### config.mk
export PLATFORM = sky130hd
export DESIGN_NAME = mbi_irq_ctrl
export DESIGN_NICKNAME = d
export VERILOG_FILES = /design/src/rtl/mbi_pkg.sv /design/src/rtl/mbi_flag_word.sv /design/src/rtl/mbi_status.sv /design/src/rtl/mbi_irq_ctrl.sv
export SDC_FILE = /design/constraint.sdc
export NUM_CORES = 1
export LEC_CHECK = 0
export BUFFER_PORTS_ARGS = -buffer_cell sky130_fd_sc_hd__clkbuf_2
export CORE_ASPECT_RATIO = 0.8
export CORE_MARGIN = 2
export CORE_UTILIZATION = 40
export CTS_CLUSTER_DIAMETER = 120
export DETAILED_ROUTE_END_ITERATION = 8
export PLACE_DENSITY_LB_ADDON = 0.05
export SLEW_MARGIN = 20
export SYNTH_ARGS = -nofsm -noshare
export SYNTH_HDL_FRONTEND = slang
export SYNTH_SLANG_ARGS = --single-unit
### constraint.sdc
create_clock -name clk -period 1.8 [get_ports clk]
set_clock_uncertainty 0.2 [all_clocks]
set_input_delay 0.36 -clock clk [delete_from_list [all_inputs] [get_ports clk]]
set_output_delay 0.36 -clock clk [all_outputs]
set_load 0.005 [all_outputs]
### src/rtl/mbi_pkg.sv
package mbi_pkg;
  localparam int unsigned REG_AW = 3;
  localparam int unsigned REG_DW = 32;
  localparam int unsigned N_STAT = 5;

  localparam logic [REG_AW-1:0] A_FLAG_LO = 3'd0;
  localparam logic [REG_AW-1:0] A_FLAG_HI = 3'd1;
  localparam logic [REG_AW-1:0] A_MASK_LO = 3'd2;
  localparam logic [REG_AW-1:0] A_MASK_HI = 3'd3;
  localparam logic [REG_AW-1:0] A_STAT    = 3'd4;
  localparam logic [REG_AW-1:0] A_STAT_EN = 3'd5;
  localparam logic [REG_AW-1:0] A_CTRL    = 3'd6;

  localparam int unsigned ST_WAKE   = 4;
  localparam int unsigned FIFO_AVAIL = 5;
  localparam int unsigned FIFO_WARN  = 6;
  localparam int unsigned FIFO_OVF   = 7;
  localparam int unsigned FIFO_DEAD  = 5;  // bits below this unused in FIFO mode

  localparam int unsigned CTRL_FIFO_EN = 0;
  localparam int unsigned CTRL_SELF_WK = 1;
endpackage

### src/rtl/mbi_flag_word.sv
module mbi_flag_word #(
  parameter int unsigned W = 32
) (
  input  logic         clk,
  input  logic         rst,
  input  logic [W-1:0] set_i,
  input  logic [W-1:0] allow_i,
  input  logic         clr_we_i,
  input  logic         mask_we_i,
  input  logic [W-1:0] wdata_i,
  output logic [W-1:0] flag_o,
  output logic [W-1:0] mask_o,
  output logic [W-1:0] irq_o,
  output logic         any_o
);
  logic [W-1:0] clr_v;

  always_comb clr_v = clr_we_i ? wdata_i : '0;

  always_ff @(posedge clk) begin
    if (rst) begin
      flag_o <= '0;
      mask_o <= '0;
      irq_o  <= '0;
      any_o  <= 1'b0;
    end else begin
      // set beats clear; disallowed positions forced low
      flag_o <= ((flag_o & ~clr_v) | set_i) & allow_i;
      if (mask_we_i) mask_o <= wdata_i;
      irq_o  <= flag_o & mask_o;
      any_o  <= |(flag_o & mask_o);
    end
  end
endmodule

### src/rtl/mbi_status.sv
module mbi_status #(
  parameter int unsigned N        = 5,
  parameter int unsigned WAKE_IDX = 4
) (
  input  logic         clk,
  input  logic         rst,
  input  logic [N-1:0] evt_i,
  input  logic         clr_we_i,
  input  logic         en_we_i,
  input  logic [N-1:0] wdata_i,
  input  logic         self_wake_i,
  output logic [N-1:0] flag_o,
  output logic [N-1:0] en_o,
  output logic [N-1:0] irq_o
);
  logic [N-1:0] gate;

  generate
    for (genvar j = 0; j < N; j++) begin : g_gate
      if (j == WAKE_IDX) begin : g_wake
        assign gate[j] = flag_o[j] & en_o[j] & self_wake_i;
      end else begin : g_plain
        assign gate[j] = flag_o[j] & en_o[j];
      end
    end
  endgenerate

  always_ff @(posedge clk) begin
    if (rst) begin
      flag_o <= '0;
      en_o   <= '0;
      irq_o  <= '0;
    end else begin
      flag_o <= (flag_o & ~(clr_we_i ? wdata_i : '0)) | evt_i;
      if (en_we_i) en_o <= wdata_i;
      irq_o <= gate;
    end
  end
endmodule

### src/rtl/mbi_irq_ctrl.sv
module mbi_irq_ctrl
  import mbi_pkg::*;
#(
  parameter int unsigned NUM_MB = 64,
  parameter int unsigned CW     = $clog2(NUM_MB + 1)
) (
  input  logic                clk,
  input  logic                rst,
  input  logic                bus_wen,
  input  logic                bus_ren,
  input  logic [REG_AW-1:0]   bus_addr,
  input  logic [REG_DW-1:0]   bus_wdata,
  output logic [REG_DW-1:0]   bus_rdata,
  output logic                bus_rvalid,
  input  logic [CW-1:0]       cfg_num_mb,
  input  logic [NUM_MB-1:0]   mb_done,
  input  logic                fifo_ovf_evt,
  input  logic                fifo_warn_evt,
  input  logic                fifo_avail_evt,
  input  logic [N_STAT-1:0]   stat_evt,
  output logic [NUM_MB-1:0]   mb_irq,
  output logic                mb_any_irq,
  output logic [N_STAT-1:0]   stat_irq
);
  localparam int unsigned NW = NUM_MB / REG_DW;

  logic                fifo_en, self_wake;
  logic [NUM_MB-1:0]   src_vec, allow_vec, flag_q, mask_q;
  logic [NW-1:0]       any_w;
  logic [N_STAT-1:0]   stat_flag, stat_en;
  logic [1:0][REG_DW-1:0] flag_pad, mask_pad;
  logic [REG_DW-1:0]   rd_mux;

  // control register
  always_ff @(posedge clk) begin
    if (rst) begin
      fifo_en   <= 1'b0;
      self_wake <= 1'b0;
    end else if (bus_wen && bus_addr == A_CTRL) begin
      fifo_en   <= bus_wdata[CTRL_FIFO_EN];
      self_wake <= bus_wdata[CTRL_SELF_WK];
    end
  end

  // set sources and allowed positions
  always_comb begin
    src_vec = mb_done;
    for (int i = 0; i < NUM_MB; i++) begin
      allow_vec[i] = (cfg_num_mb > CW'(i)) && !(fifo_en && i < FIFO_DEAD);
    end
    if (fifo_en) begin
      src_vec[FIFO_DEAD-1:0] = '0;
      src_vec[FIFO_AVAIL]    = fifo_avail_evt;
      src_vec[FIFO_WARN]     = fifo_warn_evt;
      src_vec[FIFO_OVF]      = fifo_ovf_evt;
    end
  end

  generate
    for (genvar w = 0; w < NW; w++) begin : g_word
      mbi_flag_word #(.W(REG_DW)) u_word (
        .clk      (clk),
        .rst      (rst),
        .set_i    (src_vec[w*REG_DW +: REG_DW]),
        .allow_i  (allow_vec[w*REG_DW +: REG_DW]),
        .clr_we_i (bus_wen && bus_addr == REG_AW'(A_FLAG_LO + w)),
        .mask_we_i(bus_wen && bus_addr == REG_AW'(A_MASK_LO + w)),
        .wdata_i  (bus_wdata),
        .flag_o   (flag_q[w*REG_DW +: REG_DW]),
        .mask_o   (mask_q[w*REG_DW +: REG_DW]),
        .irq_o    (mb_irq[w*REG_DW +: REG_DW]),
        .any_o    (any_w[w])
      );
    end
    for (genvar p = 0; p < 2; p++) begin : g_pad
      if (p < NW) begin : g_live
        assign flag_pad[p] = flag_q[p*REG_DW +: REG_DW];
        assign mask_pad[p] = mask_q[p*REG_DW +: REG_DW];
      end else begin : g_none
        assign flag_pad[p] = '0;
        assign mask_pad[p] = '0;
      end
    end
  endgenerate

  assign mb_any_irq = |any_w;

  mbi_status #(.N(N_STAT), .WAKE_IDX(ST_WAKE)) u_stat (
    .clk        (clk),
    .rst        (rst),
    .evt_i      (stat_evt),
    .clr_we_i   (bus_wen && bus_addr == A_STAT),
    .en_we_i    (bus_wen && bus_addr == A_STAT_EN),
    .wdata_i    (bus_wdata[N_STAT-1:0]),
    .self_wake_i(self_wake),
    .flag_o     (stat_flag),
    .en_o       (stat_en),
    .irq_o      (stat_irq)
  );

  always_comb begin
    rd_mux = '0;
    case (bus_addr)
      A_FLAG_LO: rd_mux = flag_pad[0];
      A_FLAG_HI: rd_mux = flag_pad[1];
      A_MASK_LO: rd_mux = mask_pad[0];
      A_MASK_HI: rd_mux = mask_pad[1];
      A_STAT:    rd_mux[N_STAT-1:0] = stat_flag;
      A_STAT_EN: rd_mux[N_STAT-1:0] = stat_en;
      A_CTRL:    rd_mux[1:0] = {self_wake, fifo_en};
      default:   rd_mux = '0;
    endcase
  end

  always_ff @(posedge clk) begin
    if (rst) begin
      bus_rdata  <= '0;
      bus_rvalid <= 1'b0;
    end else begin
      bus_rvalid <= bus_ren;
      if (bus_ren) bus_rdata <= rd_mux;
    end
  end
endmodule

After elaboration in Yosys (flattened, before gate mapping)
Cells that the tools add are included.
{ "classes": {"order_cmp": 64, "eq_ne": 6, "muxes": 7, "bitwise_logic": 19, "reduce_logical": 17} }
{ "ops": {"columns": ["cell", "n"], "rows": [
  ["7-bit by 6-bit greater-than comparator with 1-bit output, second input constant", 32],
  ["32-bit bitwise AND", 6],
  ["7-bit by 5-bit greater-than comparator with 1-bit output, second input constant", 16],
  ["27-bit case mux with 4 select lines", 1],
  ["32-bit two-way mux", 2],
  ["32-bit NOT", 2],
  ["32-bit OR", 2],
  ["32-bit OR reduction", 2],
  ["7-bit by 4-bit greater-than comparator with 1-bit output, second input constant", 8],
  ["7-bit by 3-bit greater-than comparator with 1-bit output, second input constant", 4],
  ["3-bit case mux with 6 select lines", 1],
  ["7-bit by 1-bit greater-than comparator with 1-bit output, second input constant", 2],
  ["7-bit by 2-bit greater-than comparator with 1-bit output, second input constant", 2],
  ["2-bit case mux with 7 select lines", 1],
  ["1-bit logical AND", 12],
  ["3-bit == test, second input constant", 3],
  ["8-bit two-way mux", 1],
  ["1-bit bitwise AND", 6],
  ["3-bit by 2-bit == test with 1-bit output, second input constant", 2],
  ["5-bit bitwise AND", 1],
  ["5-bit two-way mux", 1],
  ["5-bit NOT", 1],
  ["5-bit OR", 1],
  ["3-bit by 1-bit == test with 1-bit output, second input constant", 1],
  ["3 further kinds", 3]
]} }
{ "word_totals": {"elab_cells": 128, "ff_bits": 244, "output_inout_bits": 103, "input_bits": 118} }

Logic depth before layout (Yosys ltp)
{ "depth": {"ltp_word": 7, "mapped_depth": 7, "mapped_depth_nobuf": 4} }

By module
From an unflattened synthesis, not the netlist that was laid out.
{ "hier_totals": {"cells_unflattened": 1117, "hier_area_um2": 10308.6} }
{ "by_module_without_submodules": {"columns": ["mod", "area_per_inst_um2", "cells_each", "instances", "seq_area_each_um2"], "rows": [
  ["mbi_flag_word", 3417.0, 350, 2, 1941.9],
  ["mbi_irq_ctrl", 2957.8, 366, 1, 700.7],
  ["mbi_status", 516.7, 51, 1, 300.3]
]} }

Worst setup path after synthesis
OpenSTA, ideal clock, no wires.
{ "synth_timing": {"kind": "input-to-reg", "start": "input cfg_num_mb[6]", "end": "register g_word[0].u_word.flag_o[0]", "setup_ps": 150, "t_required_ps": 1450, "path_slack_ps": 104, "arrival_time_ps": 1347, "cell_stages": 4, "n_path_buf": 1, "path_cell_list": "or2_2 > buf_2 > nor3_1 > a2111oi_0"} }
{ "synth_via": {"elab_chain_cells": 3} }
{ "synth_rtl": {"columns": ["element", "line", "source"], "rows": [
  ["from (decl)", "mbi_irq_ctrl.sv:15", "input logic [CW-1:0] cfg_num_mb,"],
  ["7-bit by 1-bit greater-than comparator with 1-bit output", "mbi_irq_ctrl.sv:49", "allow_vec[i] = (cfg_num_mb > CW'(i)) && !(fifo_en && i < FIFO_DEAD);"],
  ["1-bit logical AND", "mbi_irq_ctrl.sv:49", null],
  ["32-bit bitwise AND", "mbi_flag_word.sv:28", "flag_o <= ((flag_o & ~clr_v) | set_i) & allow_i;"],
  ["to (signal assigned)", "mbi_flag_word.sv:28", null],
  ["to (decl)", "mbi_flag_word.sv:11", "output logic [W-1:0] flag_o,"]
]} }
Every way passes these cells.
A chain may end at the register's enable or synchronous reset.

Worst setup path after layout
{ "layout_timing": {"start": "register g_word[1].u_word.mask_o[15]", "end": "register g_word[1].u_word.any_o"} }
{ "layout_via": {"elab_chain_cells": 2} }
{ "layout_rtl": {"columns": ["element", "line", "source"], "rows": [
  ["from (decl)", "mbi_flag_word.sv:12", "output logic [W-1:0] mask_o,"],
  ["from (signal assigned)", "mbi_flag_word.sv:29", "if (mask_we_i) mask_o <= wdata_i;"],
  ["32-bit bitwise AND", "mbi_flag_word.sv:31", "any_o <= |(flag_o & mask_o);"],
  ["32-bit OR reduction", "mbi_flag_word.sv:31", null],
  ["to (signal assigned)", "mbi_flag_word.sv:31", null],
  ["to (decl)", "mbi_flag_word.sv:14", "output logic any_o"]
]} }
Every way passes these cells.

==> out/results.ini <==
[global_route]
grt_first_pass_wirelength_um = 54000
grt_max_degree = 60
grt_pass1_vias = 9186
overflow = 0
gr-usage-all-layers_pct = 27.3
grt_antenna_before_repair = 1

[routing]
wl_per_cell_um = 19.3
ant_nets = 0
drc_errors = 0
num_vias = 9877
dr.pass1.iters = 5
viasPerCell = 5.34
wl_um = 35800
drtIter0Drc = 812

[clocking]
clk_pin_slew_worst_paths_ns = 0.06
cts_tree = done
cts.sinks = 244
insertion_delay_ns = 0.54
post_cts_buffers = 0
h-tree-depth = 1
numCtsBuffers = 26
clock_path_buffers = 3
cts-root-buf = clkbuf_16

[cells_and_area]
nets = 1633
final_area_um2 = 13600
antenna_cells = 0
drive_above_1_share_pct = 24.5
multiInputGateArea_um2 = 4430
syn_to_final_growth_pct = 38.5
ff_latch_area_um2 = 4880
fillerInstances = 2304

[min_path]
whs_path_depth = 3
holdCritPathClass = input port to register

[sta]
finalSetupTns_ns = -0.0172
min_period_ns = 1.82
final_hold_viol_count = 0
drv_slew = 0
tightest_slew_ns = 0.983
setup_viol = 1
grt_setup_unrepaired = false
max_freq_mhz = 550
finalCritPeriodShare_pct = 101
max_slew_margin_pct = 34.4
hold_ws_ns = 0.0100
finalWorstSetupSlack_ns = -0.0172

[floorplanning]
num_io_pins = 221
start_util_pct = 40.6
coreArea_um2 = 24200
fp.dieW_um = 179
die_area_um2 = 25800
fp.dieH_um = 144
row_count = 51

[logic_synthesis]
ys_types = 56
ys_async_sr_fraction_pct = 0
synth_warnings = 0
synth-main-ff-cell = dfxtp_1
synth_nets = 1290
synth_seq_cells = 244
ys_seq_area_share_pct = 49.8
syn_area_per_cell_um2 = 8.37
synth_edf_count = 0
syn_area_um2 = 9810
syn_inst = 1172

[worst_setup_path]
timing.rr.start = g_word[1].u_word.mask_o[15]$_SDFFE_PP0P_
cp_slowest_cell = nor4_2
crit_end = g_word[1].u_word.any_o$_SDFF_PP0_
cp_cell_sequence = nand2_1 > nand4_1 > nor4_2 > buf_4 > a21oi_1
critPathLaunchType = register
crit_path_end_kind = register
slowest_delay_ns = 0.44
r2r_slack_ns = -0.02
crit_type = register to register
crit_arrival_ns = 2.02
path_depth = 5
crit_family = simple AND/OR/NAND/NOR gates
r2r_end = g_word[1].u_word.any_o$_SDFF_PP0_
cp_max_fo = 3
cp_num_buf_inv = 1
required_ns = 2.00
crit_start = g_word[1].u_word.mask_o[15]$_SDFFE_PP0P_
worstRegToRegCells = 5

[placement]
dpl_cell_area_um2 = 11600
dp_hpwl_um = 25500
io_buffer_count = 220
place_ws_ns = -0.384
globalplace.congestion = 0.904

[power_and_ir_drop]
p_leak_nw = 5.61
power_mw = 12.8
powerDensity_nw_per_um2 = 939
peakVddDrop_mv = 0.599

[job]
maxCapViolCount = 0

[run_status]
violations = negative setup slack
status = finished, violations left

[routing by layer]
layer	track usage, %	share of wire [%]	vias to the layer above
met4	6.15	1.9	2
met2	40.2	42	419
met1	41.7	47	4682
met5	0	0.034	-
li1	-	-	4732
met3	4.21	8.2	42
[state kept, by name, indices dropped and copies added, names as in the netlist, 2 cells and up]
name and flops:
u_stat.flag_o 5, u_stat.en_o 5, bus_rdata 32, g_word.u_word.any_o 2, g_word.u_word.irq_o 64, g_word.u_word.flag_o 64
u_stat.irq_o 5, g_word.u_word.mask_o 64
[synth_stat cells, drive strengths merged, types with 2 or more instances]
library cell,number,area [µm²]
nand2,324,1220
dfxtp,244,4880
a21oi,155,776
nor2,102,383
buf,48,352
o21ai,39,195
clkbuf,37,140
a221oi,29,379
a22o,27,236
nor3,27,146
a211oi,23,173
mux2i,17,170
nand4,16,100
a2111oi,10,95.1
inv,8,30.0
nand2b,7,43.8
nand3,6,30.0
nor2b,6,37.5
a31oi,5,31.3
nor4,5,31.3
and2,4,25.0
a311oi,3,32.5
and3b,3,27.5
nor3b,3,45.1
o21bai,3,22.5
or2,3,18.8
a21o,2,15.0
nor4b,2,32.5
[worst min path at each step]
stage	to	startpoint
after floorplan	u_stat.irq_o[3]$_SDFF_PP0_	u_stat.en_o[3]$_SDFFE_PP0P_
after global placement	bus_rdata[26]$_SDFFE_PP0P_	bus_rdata[26]$_SDFFE_PP0P_
after detailed placement	bus_rdata[22]$_SDFFE_PP0P_	bus_rdata[22]$_SDFFE_PP0P_
after CTS	bus_rdata[2]$_SDFFE_PP0P_	bus_ren
after global routing	bus_rdata[2]$_SDFFE_PP0P_	bus_ren
final	bus_rdata[2]$_SDFFE_PP0P_	bus_ren
[cell type report]
type                       count  share of cell area (%)
timing repair buffer         400                    21.6
tap                          318                    2.93
multi-input combinational    835                    32.6
clock inverter                11                    1.21
clock buffer                  34                    5.53
sequential                   244                    35.9
inverter                       8                   0.221
[what timing repair did]
item	CTS	global route
cloned	0	0
endpoints found under the setup margin	2	1
gates resized for setup	2	1
hold buffers	103	0
hold endpoints to repair	135	0
[tightest hold or removal path, cell delays in order]
cell and delay [ns]:
clkbuf_2 0.10, buf_4 0.15, a211oi_1 0.07
[cell usage in the layout (no fill, tap or decap), types with 6 or more instances in the layout]
master	netlist	layout
a211oi_1	23	23
nor2_1	102	101
buf_12	1	17
a21oi_1	155	155
o21ai_1	21	21
inv_1	8	8
a22o_1	27	27
nor3_1	26	26
dfxtp_1	244	244
nand2_1	324	324
buf_4	10	59
nor2b_1	6	6
mux2i_1	17	17
dlygate4sd3_1	0	103
nand3_1	6	6
nand4_1	16	16
nand2b_1	7	7
a221oi_1	9	9
clkbuf_16	0	27
a2111oi_0	8	8
clkbuf_2	1	219
o21ai_0	18	18
a221oi_2	20	20
[stage by stage]
step           cells  utilization (%)
6_report        1850             56.2
5_1_grt         1850             56.2
4_1_cts         1850             56.2
3_5_place_dp    1702             48.1
3_3_place_gp    1702             48.1
2_1_floorplan   1172                -
[power by group]
group          switching [mW]  internal [mW]  leakage [nW]  total (mW)
clock network            2.23           3.50         0.448        5.72
registers               0.148           5.57          1.99        5.72
logic                   0.706          0.609          3.18        1.32
[logic make-up (layout without fill, tap and decap cells)]
logic type / Yosys count / count (layout) / synth area share, %
and+or+nand+nor: 513 / 513 / 22.3
AOI/OAI and AO/OA: 304 / 304 / 20.6
DFF: 244 / 244 / 49.8
buffers and inverters: 93 / 453 / 5.32
muxes: 18 / 18 / 1.96
(Power assumes the default switching activity.)
